`config.mk`:
```
export PLATFORM = sky130hd
export DESIGN_NAME = mbox_irq
export DESIGN_NICKNAME = d
export VERILOG_FILES = /design/src/rtl/mbox_irq.sv
export SDC_FILE = /design/constraint.sdc
export NUM_CORES = 1
export LEC_CHECK = 0
export ABC_CLOCK_PERIOD_IN_PS = 800
export BUFFER_PORTS_ARGS = -buffer_cell sky130_fd_sc_hd__buf_2
export CAP_MARGIN = 25
export CORE_AREA = 2 2 39 41
export CTS_BUF_LIST = sky130_fd_sc_hd__clkbuf_8
export DETAILED_ROUTE_END_ITERATION = 12
export DIE_AREA = 0 0 41 43
export HOLD_SLACK_MARGIN = 0.08
export PLACE_DENSITY = 0.42
export SLEW_MARGIN = 10
export SYNTH_ARGS = -nofsm -noshare
export SYNTH_HDL_FRONTEND = slang
export SYNTH_SLANG_ARGS = --single-unit
```
`constraint.sdc`:
```
create_clock -name clk -period 0.8 [get_ports clk]
set_input_delay 0.04 -clock clk [delete_from_list [all_inputs] [get_ports clk]]
set_output_delay 0.04 -clock clk [all_outputs]
set_load 0.01 [all_outputs]
```
`src/rtl/mbox_irq.sv`:
```
`timescale 1ns/1ps
module mbox_irq #(
  parameter int ADDR_W = 10
) (
  input  logic              clk,
  input  logic              rst_n,
  input  logic              lf_sel_n,
  input  logic              lf_wr_n,
  input  logic              lf_oe_n,
  input  logic [ADDR_W-1:0] lf_addr,
  input  logic              rt_sel_n,
  input  logic              rt_wr_n,
  input  logic              rt_oe_n,
  input  logic [ADDR_W-1:0] rt_addr,
  output logic              lf_irq_n,
  output logic              rt_irq_n
);
  localparam logic [ADDR_W-1:0] BOX_TO_RT = {ADDR_W{1'b1}};
  localparam logic [ADDR_W-1:0] BOX_TO_LF = BOX_TO_RT - 1'b1;

  logic lf_wr_go, lf_rd_go, rt_wr_go, rt_rd_go;
  logic set_rt, clr_rt, set_lf, clr_lf;
  logic rt_pend, lf_pend;

  assign lf_wr_go = !lf_sel_n && !lf_wr_n;
  assign lf_rd_go = !lf_sel_n &&  lf_wr_n && !lf_oe_n;
  assign rt_wr_go = !rt_sel_n && !rt_wr_n;
  assign rt_rd_go = !rt_sel_n &&  rt_wr_n && !rt_oe_n;

  assign set_rt = lf_wr_go && (lf_addr == BOX_TO_RT);
  assign clr_rt = rt_rd_go && (rt_addr == BOX_TO_RT);
  assign set_lf = rt_wr_go && (rt_addr == BOX_TO_LF);
  assign clr_lf = lf_rd_go && (lf_addr == BOX_TO_LF);

  always_ff @(posedge clk or negedge rst_n) begin
    if (!rst_n) begin
      rt_pend <= 1'b0;
      lf_pend <= 1'b0;
    end else begin
      if (set_rt)      rt_pend <= 1'b1;
      else if (clr_rt) rt_pend <= 1'b0;
      if (set_lf)      lf_pend <= 1'b1;
      else if (clr_lf) lf_pend <= 1'b0;
    end
  end

  assign rt_irq_n = !rt_pend;
  assign lf_irq_n = !lf_pend;
endmodule

```
==> impl_metrics.json <==
{
  "multi_input_area_um2": 111,
  "viasPerCell": 4.16,
  "grt_overflow": 0,
  "synthArstFlopShare": 1.00,
  "core-area_um2": 1380,
  "portBuffers": 29,
  "synth_fp_nets": 48,
  "cp_max_fo": 2,
  "reg2regPathDepth": 2,
  "fillers": 155,
  "cts_tree": "done",
  "synth_enable_flop_cells": 0,
  "cp-end-kind": "primary output",
  "vias": 287,
  "min_path_type": "in2async",
  "synth-seq-area-share": 0.308,
  "startpoint_type": "flip-flop",
  "antenna_found_initial": 0,
  "use_met3": 0.0157,
  "r2r_end": "rt_pend",
  "period_minus_slack_ns": 0.764,
  "grt_max_degree": 3,
  "final_area_um2": 398,
  "reg2reg_from": "rt_pend",
  "ys_ff_latch": 2,
  "area_growth_syn_to_layout_pct": 145,
  "cts_setup_buffers": 0,
  "power_density_nw_per_um2": 1470,
  "busiest_layer": "met2",
  "fin_nets": 83,
  "synth_area_leaders": "dfrtp_1, nand4b_1, nand4_1",
  "synthCells": 20,
  "max_freq_ghz": 1.31,
  "post-place-ws_ns": -0.179,
  "fin_skew_ns": 0,
  "relSlewSlack": 0.845,
  "irDropWorstVdd_mv": 0.210,
  "grt.total_usage": 0.0811,
  "met2_usage": 0.134,
  "hold_viol": 0,
  "worst_slack_ns": 0.0359,
  "synth_area_um2": 163,
  "diodes": 0,
  "critPathKind": "reg2out",
  "place_area_um2": 328,
  "synth_top_cell_area_share": 0.308,
  "syn_avg_cell_area_um2": 8.13,
  "r2r_slack_ns": 0.16,
  "dieHeight_um": 43,
  "drc_errors": 0,
  "first_pass_iters": 3,
  "cts-buffers-inserted": 3,
  "drv_slew": 0,
  "period_share": 0.955,
  "setup_violations": 0,
  "ios": 30,
  "clk_latency_ns": 0.21,
  "dieArea_um2": 1760,
  "start_util": 0.118,
  "p_leak_nw": 0.196,
  "yosys_warnings": 0,
  "routedWlPerCell_um": 8.57,
  "cts_max_path_buffers": 2,
  "regArea_um2": 50.0,
  "place_congestion": 0.652,
  "clockRootBuffer": "clkbuf_8",
  "synth_flop_cell": "dfrtp_1",
  "antenna_left": 0,
  "cap_violations": 0,
  "drive_above_1_share": 0.660,
  "fin_util": 0.288,
  "status": "complete, no violations",
  "worst_pin_slew_ns": 0.229,
  "globalRouteMet1Util": 0.0637,
  "ctsHtreeMaxLevel": 1,
  "synth_cell_types": 14,
  "cp.required_ns": 0.76,
  "grt_first_pass_wirelength_um": 910,
  "drtIter0Drc": 3,
  "die_w_um": 41,
  "clk_pin_slew_ns": 0.03,
  "grt_pass1_vias": 269,
  "wirelength_um": 591,
  "fin_tns_setup_ns": 0,
  "clock_sinks": 2,
  "core.rowCount": 14,
  "synth_top_cell_by_area": "dfrtp_1",
  "arrival_ns": 0.72
}
flip-flops by register name, summed over array words and instances (netlist names):
name / cells
rt_pend: 1
lf_pend: 1
per-layer routing:
metal | wire length (µm) | part of all wire
met2 | 389 | 0.66
met5 | 0 | 0
met1 | 171 | 0.29
met3 | 16 | 0.027
met4 | 13 | 0.022
through the flow:
stage	hold WS [ns]	power, mW	cells
finish	0.147	0.585	69
global route	0.159	0.624	69
CTS	0.149	0.591	69
detailed placement	-0.172	0.188	65
global placement	-0.172	0.187	65
floorplan	-0.256	0.121	20
worst max-delay path: stages (launching register included):
cell and delay, ns:
dfrtp_1 0.36, inv_2 0.06, buf_6 0.09
worst max-delay path by stage:
| stage | from | endpoint | slack (ns) | cells after the start |
|---|---|---|---|---|
| 2_1_floorplan | lf_addr[9] | rt_pend | 0.03 | 3 |
| 3_3_place_gp | lf_oe_n | lf_pend | -0.14 | 4 |
| 3_5_place_dp | lf_oe_n | lf_pend | -0.18 | 4 |
| 4_1_cts | rt_pend | rt_irq_n | 0.01 | 2 |
| 5_1_grt | lf_pend | lf_irq_n | -0.001 | 2 |
| 6_report | rt_pend | rt_irq_n | 0.04 | 2 |
layout make-up:
class	count	area share
multi-input combinational	16	0.280
timing repair buffer	30	0.421
tap	16	0.0503
sequential	2	0.126
clock buffer	3	0.104
inverter	2	0.0189
power by group:
group	switching, mW	total, mW	internal, mW
Clock	0.0750	0.393	0.318
Sequential	0.000359	0.103	0.103
Combinational	0.0285	0.0890	0.0605
cell usage in the layout, fill, tap and decap left out, drive strengths merged:
master / Yosys / routed
buf: 0 / 29
dlygate4sd3: 0 / 1
dfrtp: 2 / 2
nand3b: 1 / 1
nand4: 2 / 2
nand2: 2 / 2
clkbuf: 0 / 3
nor2: 1 / 1
inv: 2 / 2
nor4: 2 / 2
nand4b: 2 / 2
or3b: 1 / 1
o21ai: 1 / 1
o21bai: 1 / 1
or4: 1 / 1
nor4b: 1 / 1
nand2b: 1 / 1
kinds of logic (layout without fill, tap and decap cells):
family	Yosys count	count (layout)	synth area share
simple gates	14	14	0.569
compound gates	2	2	0.0769
flops	2	2	0.308
buf+inv	2	35	0.0462
timing repair:
action | CTS | global route
endpoints found under the hold margin | 2 | 0
endpoints found under the setup margin | 0 | 3
gates resized for setup | 0 | 5
hold buffers | 1 | 0
Power figures use the tool's default switching activity.
